$ cat config.mk
export PLATFORM = sky130hd
export DESIGN_NAME = subvec_xpose_gen
export DESIGN_NICKNAME = d
export VERILOG_FILES = /design/src/rtl/subvec_xpose_pkg.sv /design/src/rtl/subvec_walker.sv /design/src/rtl/subvec_seq_ctrl.sv /design/src/rtl/subvec_xpose_gen.sv
export SDC_FILE = /design/constraint.sdc
export NUM_CORES = 1
export LEC_CHECK = 0
export BUFFER_PORTS_ARGS = -buffer_cell sky130_fd_sc_hd__buf_2
export CAP_MARGIN = 20
export CORE_MARGIN = 8
export CORE_UTILIZATION = 40
export DETAILED_ROUTE_END_ITERATION = 8
export SYNTH_ARGS = -nofsm -noshare
export SYNTH_HDL_FRONTEND = slang
export SYNTH_HIERARCHICAL = 1
export SYNTH_SLANG_ARGS = --single-unit
$ cat constraint.sdc
create_clock -name clk -period 4 [get_ports clk]
set_clock_uncertainty 0.15 [all_clocks]
set_input_delay 0.2 -clock clk [delete_from_list [all_inputs] [get_ports clk]]
set_output_delay 0.2 -clock clk [all_outputs]
set_load 0.01 [all_outputs]
$ cat src/rtl/subvec_xpose_pkg.sv
package subvec_xpose_pkg;
   typedef enum logic {
      ORD_NORMAL = 1'b0,
      ORD_SWAP   = 1'b1
   } walk_order_e;
endpackage

$ cat src/rtl/subvec_walker.sv
module subvec_walker
   import subvec_xpose_pkg::*;
#(
   parameter int VLW  = 4,
   parameter int SUBW = 3,
   parameter int OW   = 5
) (
   input  logic            clk,
   input  logic            rst_n,
   input  logic            clear,
   input  logic            adv,
   input  walk_order_e     order,
   input  logic [VLW-1:0]  vl_q,
   input  logic [SUBW-1:0] sub_q,
   output logic [OW-1:0]   off,
   output logic            last
);
   localparam int PW = VLW + SUBW;

   logic [VLW-1:0]  i_q;
   logic [SUBW-1:0] j_q;
   logic            i_end, j_end;
   logic [PW-1:0]   prod;

   assign i_end = (i_q == vl_q - VLW'(1));
   assign j_end = (j_q == sub_q - SUBW'(1));
   assign last  = i_end && j_end;

   always_ff @(posedge clk or negedge rst_n) begin
      if (!rst_n) begin
         i_q <= '0;
         j_q <= '0;
      end else if (clear) begin
         i_q <= '0;
         j_q <= '0;
      end else if (adv) begin
         if (order == ORD_NORMAL) begin
            if (j_end) begin
               j_q <= '0;
               i_q <= i_q + VLW'(1);
            end else begin
               j_q <= j_q + SUBW'(1);
            end
         end else begin
            if (i_end) begin
               i_q <= '0;
               j_q <= j_q + SUBW'(1);
            end else begin
               i_q <= i_q + VLW'(1);
            end
         end
      end
   end

   always_comb begin
      prod = PW'(i_q) * PW'(sub_q) + PW'(j_q);
      off  = OW'(prod);
   end

   // an advance never leaves the sub-element counter past its bound
   a_r6_j_in_range: assert property (@(posedge clk) disable iff (!rst_n)
      (adv && !clear) |=> (j_q < sub_q));
endmodule

$ cat src/rtl/subvec_seq_ctrl.sv
module subvec_seq_ctrl (
   input  logic clk,
   input  logic rst_n,
   input  logic start,
   input  logic empty,
   input  logic step,
   input  logic last,
   output logic adv,
   output logic valid,
   output logic done
);
   logic fire;

   assign fire = valid && step;
   assign adv  = fire && !last && !start;

   always_ff @(posedge clk or negedge rst_n) begin
      if (!rst_n) begin
         valid <= 1'b0;
         done  <= 1'b0;
      end else if (start) begin
         valid <= !empty;
         done  <= empty;
      end else if (fire && last) begin
         valid <= 1'b0;
         done  <= 1'b1;
      end else begin
         done  <= 1'b0;
      end
   end

   // the done pulse lasts one cycle unless a new start intervened
   a_r7_done_pulse: assert property (@(posedge clk) disable iff (!rst_n)
      (done && !start) |=> !done);
   // done and valid are never high together
   a_r7_done_excl: assert property (@(posedge clk) disable iff (!rst_n)
      done |-> !valid);
endmodule

$ cat src/rtl/subvec_xpose_gen.sv
module subvec_xpose_gen
   import subvec_xpose_pkg::*;
#(
   parameter int VL_MAX    = 8,
   parameter int SUBVL_MAX = 4,
   parameter int VLW       = $clog2(VL_MAX + 1),
   parameter int SUBW      = $clog2(SUBVL_MAX + 1),
   parameter int OW        = (VL_MAX * SUBVL_MAX > 1) ? $clog2(VL_MAX * SUBVL_MAX) : 1
) (
   input  logic            clk,
   input  logic            rst_n,
   input  logic            start,
   input  logic [VLW-1:0]  vl,
   input  logic [SUBW-1:0] subvl,
   input  logic            pack,
   input  logic            unpack,
   input  logic            step,
   output logic [OW-1:0]   src_idx,
   output logic [OW-1:0]   dst_idx,
   output logic            valid,
   output logic            done
);
   localparam int NSIDE = 2;
   localparam int TW    = VLW + SUBW;

   initial begin : a_cfg_params
      assert (VL_MAX >= 1) else $error("VL_MAX must be at least 1");
      assert (SUBVL_MAX >= 1 && SUBVL_MAX <= 4) else $error("SUBVL_MAX must be 1..4");
   end

   logic [VLW-1:0]  vl_q;
   logic [SUBW-1:0] sub_q;
   logic            pack_q, unpack_q;
   logic            adv;
   logic [OW-1:0]   offs [NSIDE];
   logic            lasts [NSIDE];
   logic            empty;
   logic [TW-1:0]   total;

   assign empty = (vl == '0) || (subvl == '0);
   assign total = TW'(vl_q) * TW'(sub_q);

   always_ff @(posedge clk or negedge rst_n) begin
      if (!rst_n) begin
         vl_q     <= '0;
         sub_q    <= '0;
         pack_q   <= 1'b0;
         unpack_q <= 1'b0;
      end else if (start) begin
         vl_q     <= vl;
         sub_q    <= subvl;
         pack_q   <= pack;
         unpack_q <= unpack;
      end
   end

   generate
      for (genvar s = 0; s < NSIDE; s++) begin : g_side
         walk_order_e ord;
         if (s == 0) begin : g_src
            assign ord = pack_q ? ORD_SWAP : ORD_NORMAL;
         end else begin : g_dst
            assign ord = unpack_q ? ORD_SWAP : ORD_NORMAL;
         end
         subvec_walker #(.VLW(VLW), .SUBW(SUBW), .OW(OW)) u_walk (
            .clk   (clk),
            .rst_n (rst_n),
            .clear (start),
            .adv   (adv),
            .order (ord),
            .vl_q  (vl_q),
            .sub_q (sub_q),
            .off   (offs[s]),
            .last  (lasts[s])
         );
      end
   endgenerate

   subvec_seq_ctrl u_ctrl (
      .clk   (clk),
      .rst_n (rst_n),
      .start (start),
      .empty (empty),
      .step  (step),
      .last  (lasts[0]),
      .adv   (adv),
      .valid (valid),
      .done  (done)
   );

   assign src_idx = offs[0];
   assign dst_idx = offs[1];

   // both walkers reach their final pair together
   a_r7_last_match: assert property (@(posedge clk) disable iff (!rst_n)
      valid |-> (lasts[0] == lasts[1]));
   // offsets stay inside the VL*SUBVL element range
   a_r3_in_range: assert property (@(posedge clk) disable iff (!rst_n)
      valid |-> (TW'(src_idx) < total && TW'(dst_idx) < total));
   // a stalled valid cycle keeps both offsets
   a_r6_hold: assert property (@(posedge clk) disable iff (!rst_n)
      (valid && !step && !start) |=> ($stable(src_idx) && $stable(dst_idx) && valid));
   // a non-empty start begins at offset zero
   a_r2_start_zero: assert property (@(posedge clk) disable iff (!rst_n)
      (start && !empty) |=> (valid && src_idx == '0 && dst_idx == '0));
endmodule

Word-level counts from Yosys, hierarchy flattened
Index checks and enable logic that the tools add are counted.
Word-level totals
  register bits after elaboration: 25
  word-level logic and storage cells: 71
  input port bits: 13
Cells by class
  multipliers: 2
  add/sub/neg operators: 8
  equal/unequal tests: 6
  mux-type cells: 26
  reduce and logical (&&, ||, !) cells: 19
Operators with widths (count)
  4-bit 2-to-1 mux: 10
  3-bit 2-to-1 mux: 10
  5-bit by 3-bit adder with 5-bit output: 2
  4-bit by 3-bit multiplier with 5-bit output: 2
  4-bit by 1-bit adder with 4-bit output (second input constant): 2
  4-bit == test: 2
  2-bit AND reduction: 4
  3-bit by 1-bit adder with 3-bit output (second input constant): 2
  3-bit == test: 2
  1-bit 2-to-1 mux: 6
  3-bit inequality test (second input constant): 2
  3-bit nonzero test: 2
  1-bit logical AND: 5
  4-bit logical NOT: 1
  2-bit nonzero test: 2
  4-bit by 1-bit subtractor with 4-bit output (second input constant): 1
  1-bit logical NOT: 3
  3-bit logical NOT: 1
  3-bit by 1-bit subtractor with 3-bit output (second input constant): 1
  1-bit logical OR: 1

Longest topological paths before layout
Gate-level depths: netlist of run 1.
  depth in word-level cells: 8
  mapped depth: 12
  mapped depth without buffers: 12

Modules after synthesis
Netlist of run 1, hierarchy kept.
By module, submodules not included
  subvec_walker (g_side[1].u_walk): area each 888.4 sq um, cells an instance 93, sequential area each 175.2 sq um, times used 1
  subvec_walker (g_side[0].u_walk): area each 884.6 sq um, cells an instance 93, sequential area each 175.2 sq um, times used 1
  subvec_xpose_gen: area each 346.6 sq um, cells an instance 21, sequential area each 225.2 sq um, times used 1
  subvec_seq_ctrl: area each 92.6 sq um, cells an instance 9, sequential area each 50.0 sq um, times used 1

Worst setup path before layout of run 1
OpenSTA, ideal clock, no wires.
  path type: reg2reg
  from: reg sub_q[0]
  to: reg g_side[0].u_walk.i_q[2]
  clock period less this slack: 3.062 ns
  arrival time: 2.808 ns
  setup slack: 0.938 ns
  data required time: 3.746 ns
  stages on the path, launching flop included: 10
  buffers on the path: 0
  cells stage by stage: dfrtp_1 inv_1 ha_1 xnor3_1 nand3_1 nor2_1 nor3_1 a41oi_1 nand2b_2 o311ai_1
RTL lines
  from (decl): line subvec_xpose_gen.sv:32  | logic [SUBW-1:0] sub_q;
  from (signal assigned): line subvec_xpose_gen.sv:51  | sub_q <= subvl;
  to (signal assigned): line subvec_walker.sv:40  | i_q <= i_q + VLW'(1);
  to (signal assigned): line subvec_walker.sv:49  | i_q <= i_q + VLW'(1);
  to (decl): line subvec_walker.sv:20  | logic [VLW-1:0] i_q;

Worst setup path in the final report of run 1
  from: reg sub_q[1]
  to: out src_idx[4]
Between the ends
  word-level cells in the longest chain between the ends: 2
Ends and longest elaborated chain
  4-bit by 3-bit multiplier with 5-bit output: line subvec_walker.sv:56  | prod = PW'(i_q) * PW'(sub_q) + PW'(j_q);
  5-bit by 3-bit adder with 5-bit output: line subvec_walker.sv:56
  to (decl): line subvec_xpose_gen.sv:18  | output logic [OW-1:0] src_idx,
No other way between the ends.

==> results of run 1 <==
-- flip-flops by register name, summed over array words and instances (netlist names) --
name / flops
pack_q: 1
sub_q: 3
u_ctrl/valid: 1
g_side.u_walk/j_q: 6
g_side.u_walk/i_q: 8
unpack_q: 1
u_ctrl/done: 1
vl_q: 4
-- final cells by class --
type | instances | area [sq um]
clock buffers | 4 | 45.0
fillers | 542 | 2930
inverters | 26 | 97.6
multi-input cells | 163 | 1480
flip-flops and latches | 25 | 626
well taps | 72 | 90.1
repair buffers | 26 | 138
-- critical path: stages, from the launching register on --
cell and delay [ns]:
dfrtp_1 0.62, nand2_1 0.14, fa_1 0.51, inv_1 0.05
fa_1 0.48, ha_1 0.31, a21o_1 0.16, a21oi_1 0.18
xnor2_1 0.13, buf_2 0.14
-- where the power goes --
group          internal, uW  leakage, uW  switching (uW)
Sequential              290     0.000318            78.9
Combinational           216     0.000921             211
Clock                  71.2    0.0000228            79.2
-- routing by layer --
| metal | part of all wire (%) | up-vias | GRT usage, % | routed length (um) |
|---|---|---|---|---|
| li1 | - | 802 | - | - |
| met1 | 51 | 745 | 15.2 | 2190 |
| met2 | 46 | 28 | 18.0 | 1960 |
| met3 | 2.5 | 4 | 1.25 | 109 |
| met4 | 1.1 | 0 | 3.33 | 46 |
| met5 | 0 | - | 0 | 0 |
-- through the flow --
| step | util, % | cell area, sq um | power [uW] |
|---|---|---|---|
| 2_1_floorplan | - | 2210 | 683 |
| 3_3_place_gp | 44.8 | 2420 | 800 |
| 3_5_place_dp | 44.8 | 2420 | 809 |
| 4_1_cts | 45.8 | 2480 | 963 |
| 5_1_grt | 45.8 | 2480 | 1040 |
| 6_report | 45.8 | 2480 | 946 |
-- cells in the final DEF (no fill, tap or decap), types with 4 or more instances in the layout --
cell type / n
inv_1: 26
dfrtp_1: 25
buf_2: 24
nand2_1: 22
ha_1: 22
xnor2_1: 14
and2_1: 11
mux2_2: 9
xor2_1: 8
fa_1: 8
nand3_1: 7
a21o_1: 6
nor3_1: 4
o21ai_0: 4
-- worst max path at each step --
stage | endpoint | slack, ns | cells after the start | start
detailed placement | g_side[1].u_walk/i_q[2] | 0.93 | 12 | vl_q[0]
CTS | src_idx[4] | 0.62 | 9 | sub_q[1]
finish | src_idx[4] | 0.65 | 9 | sub_q[1]
floorplan | g_side[0].u_walk/i_q[2] | 0.94 | 9 | sub_q[0]
global route | src_idx[4] | 0.47 | 9 | sub_q[1]
global placement | src_idx[4] | 0.96 | 9 | sub_q[1]
-- what timing repair did --
| item | 4_1_cts | 5_1_grt |
|---|---|---|
| buffers inserted | 0 | 0 |
| endpoints found under the setup margin | 0 | 0 |
| hold endpoints to repair | 25 | 0 |
| hold buffers | 1 | 0 |
==> impl_metrics.env, run 1 <==
export IMPL_status="finished clean"
export IMPL_worst_pin_slew_ns=0.591
export IMPL_antenna_cells=0
export IMPL_period_share_pct=83.6
export IMPL_powerDensity_mw_per_mm2=382
export IMPL_drt_total_wl_mm=4.31
export IMPL_rsz0062_at_grt="no"
export IMPL_grt_pass1_wl_mm=7.62
export IMPL_avgRoutedWirePerCell_um=13.6
export IMPL_die_height_um=90.3
export IMPL_hold_path_class="in2reg"
export IMPL_finalHoldViolations=0
export IMPL_vias=1579
export IMPL_r2r_slack_ns=0.91
export IMPL_htree_levels=1
export IMPL_syn2layout_area_growth_pct=12.1
export IMPL_clockRootBuffer="clkbuf_8"
export IMPL_hp_start="unpack"
export IMPL_whs_path_depth=2
export IMPL_timing_rr_start="vl_q[0]"
export IMPL_cts_buffer_depth=2
export IMPL_clkLatencyLatePin_ns=0.27
export IMPL_syn_cell_area_sq_mm=0.00221
export IMPL_setup_slack_ns=0.654
export IMPL_place_congestion=0.778
export IMPL_max_slew_margin_rel_pct=60.6
export IMPL_dieArea_sq_mm=0.00815
export IMPL_syn_inst=215
export IMPL_drive_above_1_share_pct=20.9
export IMPL_grt_antenna_before_repair=0
export IMPL_overflow=0
export IMPL_dpl_worst_slack_ns=0.931
export IMPL_numCtsBuffers=3
export IMPL_ff2ff_path_depth=12
export IMPL_pin_count=25
export IMPL_whs_ns=0.0135
export IMPL_fin_cells=316
export IMPL_dpl_hpwl_mm=3.28
export IMPL_leakage_uw=0.00126
export IMPL_maxSlewViolCount=0
export IMPL_vias_per_cell=5.00
export IMPL_tns_ns=0
export IMPL_io_buffers=24
export IMPL_clock_sinks=25
export IMPL_crit_type="reg2out"
export IMPL_vdd_drop_max_mv=0.189
export IMPL_synth_nets=258
export IMPL_maxCapViolCount=0
export IMPL_min_period_ns=3.35
export IMPL_path_max_fanout=11
export IMPL_dp_cells=311
export IMPL_reg2reg_to="g_side[1].u_walk/i_q[2]"
export IMPL_nNetsFinal=288
export IMPL_setup_violations=0
export IMPL_grt_max_degree=26
export IMPL_start_util_pct=40.9
export IMPL_min_to="unpack_q"
export IMPL_cts_tree="yes"
export IMPL_antenna_left=0
export IMPL_placementRows=27
export IMPL_yosysWarnings=6
export IMPL_critPathLaunchType="flip-flop"
export IMPL_grt_usage_pct=11.2
export IMPL_cp_end_kind="output pin"
export IMPL_route_detailed_drc=0
export IMPL_drtPass1Iterations=4
export IMPL_timing_fmax_ghz=0.299
export IMPL_die_w_um=90.3
export IMPL_cp_data_required_time_ns=3.65
export IMPL_core_area_sq_mm=0.00541
export IMPL_critPathArrivalTime_ns=3.00
export IMPL_drt_initial_drc_count=97
export IMPL_syn_area_per_cell_sq_um=10.3
export IMPL_clk_pin_slew_worst_paths_ns=0.09
export IMPL_grt_pass1_vias=1645
export IMPL_post_cts_resized=0
(Power assumes the default switching activity.)
==> inputs of run 2 (changes only) <==
--- a/config.mk
+++ b/config.mk
@@ -5,6 +5,7 @@
 export SDC_FILE = /design/constraint.sdc
 export NUM_CORES = 1
 export LEC_CHECK = 0
+export ABC_AREA = 1
 export BUFFER_PORTS_ARGS = -buffer_cell sky130_fd_sc_hd__buf_2
 export CAP_MARGIN = 20
 export CORE_MARGIN = 8
==> constraint.sdc (replaced) <==
create_clock -name clk -period 3.4 [get_ports clk]
set_clock_uncertainty 0.15 [all_clocks]
set_input_delay 0.17 -clock clk [delete_from_list [all_inputs] [get_ports clk]]
set_output_delay 0.17 -clock clk [all_outputs]
set_load 0.01 [all_outputs]
==> run 2 against run 1 <==
Net effect:
- routed wire length increased by 11%
- combinational power up 40%
- area after synthesis increased by 13%
- global-route usage grew 0.50 points
- first-iteration DRC count down 40%
==> impl_metrics.env, run 2 <==
export IMPL_numCtsBuffers=3
export IMPL_syn2layout_area_growth_pct=12.2
export IMPL_cts_tree="yes"
export IMPL_syn_cell_area_sq_mm=0.00250
export IMPL_grt_max_degree=31
export IMPL_critPathArrivalTime_ns=2.87
export IMPL_antenna_cells=0
export IMPL_placementRows=28
export IMPL_io_buffers=24
export IMPL_maxCapViolCount=0
export IMPL_final_util_pct=46.8
export IMPL_place_congestion=0.848
export IMPL_clock_sinks=25
export IMPL_layout_common_cells="98 x nand2_1, 65 x inv_1, 25 x dfrtp_1"
export IMPL_route_detailed_drc=0
export IMPL_maxSlewViolCount=0
export IMPL_drt_total_wl_mm=4.77
export IMPL_largest_reg_flops=8
export IMPL_period_share_pct=93.7
export IMPL_reg2reg_to="g_side[1].u_walk/i_q[3]"
export IMPL_avgRoutedWirePerCell_um=10.6
export IMPL_critPathLaunchType="flip-flop"
export IMPL_crit_type="reg2out"
export IMPL_rsz0062_at_grt="no"
export IMPL_overflow=0
export IMPL_syn_inst=344
export IMPL_timing_fmax_ghz=0.314
export IMPL_met2_usage_pct=20.0
export IMPL_die_w_um=95.0
export IMPL_cp_end_kind="output pin"
export IMPL_dpl_hpwl_mm=3.86
export IMPL_vias=2063
export IMPL_pin_count=25
export IMPL_ff2ff_path_depth=15
export IMPL_min_to="sub_q[0]"
export IMPL_max_slew_margin_rel_pct=61.6
export IMPL_leakage_uw=0.00162
export IMPL_antenna_left=0
export IMPL_htree_levels=1
export IMPL_die_height_um=95.0
export IMPL_cp_data_required_time_ns=3.08
export IMPL_vias_per_cell=4.56
export IMPL_dieArea_sq_mm=0.00903
export IMPL_grt_antenna_before_repair=0
export IMPL_drt_initial_drc_count=58
export IMPL_tns_ns=0
export IMPL_top_usage_layer="met2"
export IMPL_clk_pin_slew_worst_paths_ns=0.09
export IMPL_synth_nets=387
export IMPL_power_uw=1200
export IMPL_grt_usage_pct=11.7
export IMPL_clkLatencyLatePin_ns=0.27
export IMPL_r2r_slack_ns=0.83
export IMPL_path_max_fanout=11
export IMPL_core_area_sq_mm=0.00599
export IMPL_final_common_cell="nand2_1"
export IMPL_finalHoldViolations=0
export IMPL_vdd_drop_max_mv=0.206
export IMPL_clockRootBuffer="clkbuf_8"
export IMPL_status="finished clean"
export IMPL_grt_pass1_vias=2002
export IMPL_worst_pin_slew_ns=0.576
export IMPL_grt_use_met3_pct=1.42
export IMPL_timing_rr_start="sub_q[1]"
export IMPL_hp_start="subvl[0]"
export IMPL_whs_path_depth=3
export IMPL_post_cts_resized=0
export IMPL_nNetsFinal=421
export IMPL_hold_path_class="in2reg"
export IMPL_drive_above_1_share_pct=16.7
export IMPL_min_period_ns=3.19
export IMPL_cts_buffer_depth=2
export IMPL_reg_top3="g_side.u_walk/i_q (8), g_side.u_walk/j_q (6), vl_q (4)"
export IMPL_syn_area_per_cell_sq_um=7.26
export IMPL_grt_pass1_wl_mm=8.52
export IMPL_powerDensity_mw_per_mm2=429
export IMPL_top_register="g_side.u_walk/i_q"
export IMPL_grtUsageMet1_pct=14.8
export IMPL_start_util_pct=41.7
export IMPL_yosysWarnings=6
export IMPL_setup_violations=0
export IMPL_drtPass1Iterations=4
[run 2: report_power, final]
part           internal (uW)  leakage, uW  switching [uW]  total (uW)
combinational            253      0.00128             344         597
clock                   83.8    0.0000228            94.1         178
sequential               344     0.000320            83.7         428
total                    681      0.00162             522        1200
[run 2: cell type report]
type                            instances  area (sq um)
Timing Repair Buffer                   35           223
Inverter                               70           268
Sequential cell                        25           626
Clock buffer                            4          45.0
Tap cell                               75          93.8
Multi-Input combinational cell        243          1550
Fill cell                             602          3190
[run 2: critical path, stage by stage (launching register included)]
cell and delay (ns):
dfrtp_1 0.55, nand2_1 0.14, fa_1 0.54, inv_1 0.05, fa_1 0.53, inv_1 0.07
fa_1 0.43, xnor2_1 0.14, buf_2 0.15
[run 2: repair_timing]
item / 4_1_cts / 5_1_grt
hold endpoints to repair: 32 / 0
setup buffers: 0 / 0
hold buffers: 8 / 0
[run 2: how the worst max path moves through the flow]
stage | startpoint | end
floorplan | sub_q[2] | dst_idx[3]
global placement | sub_q[0] | dst_idx[3]
detailed placement | sub_q[0] | src_idx[3]
CTS | sub_q[0] | src_idx[3]
global route | sub_q[0] | src_idx[3]
finish | sub_q[2] | src_idx[3]
[run 2: stage by stage]
step           hold slack [ns]  worst slack (ns)  instances  instance area, sq um
2_1_floorplan           -0.276             0.693        344                  2500
3_3_place_gp            0.0548             0.566        440                  2680
3_5_place_dp            0.0573             0.504        440                  2680
4_1_cts                 0.0181             0.189        452                  2800
5_1_grt                 0.0358            0.0453        452                  2800
6_report                0.0147             0.214        452                  2800
[run 2: routing by layer]
layer / routed length [um] / vias up
met5: 0 / -
met4: 65 / 0
met3: 205 / 4
met2: 2130 / 36
met1: 2370 / 912
li1: - / 1111
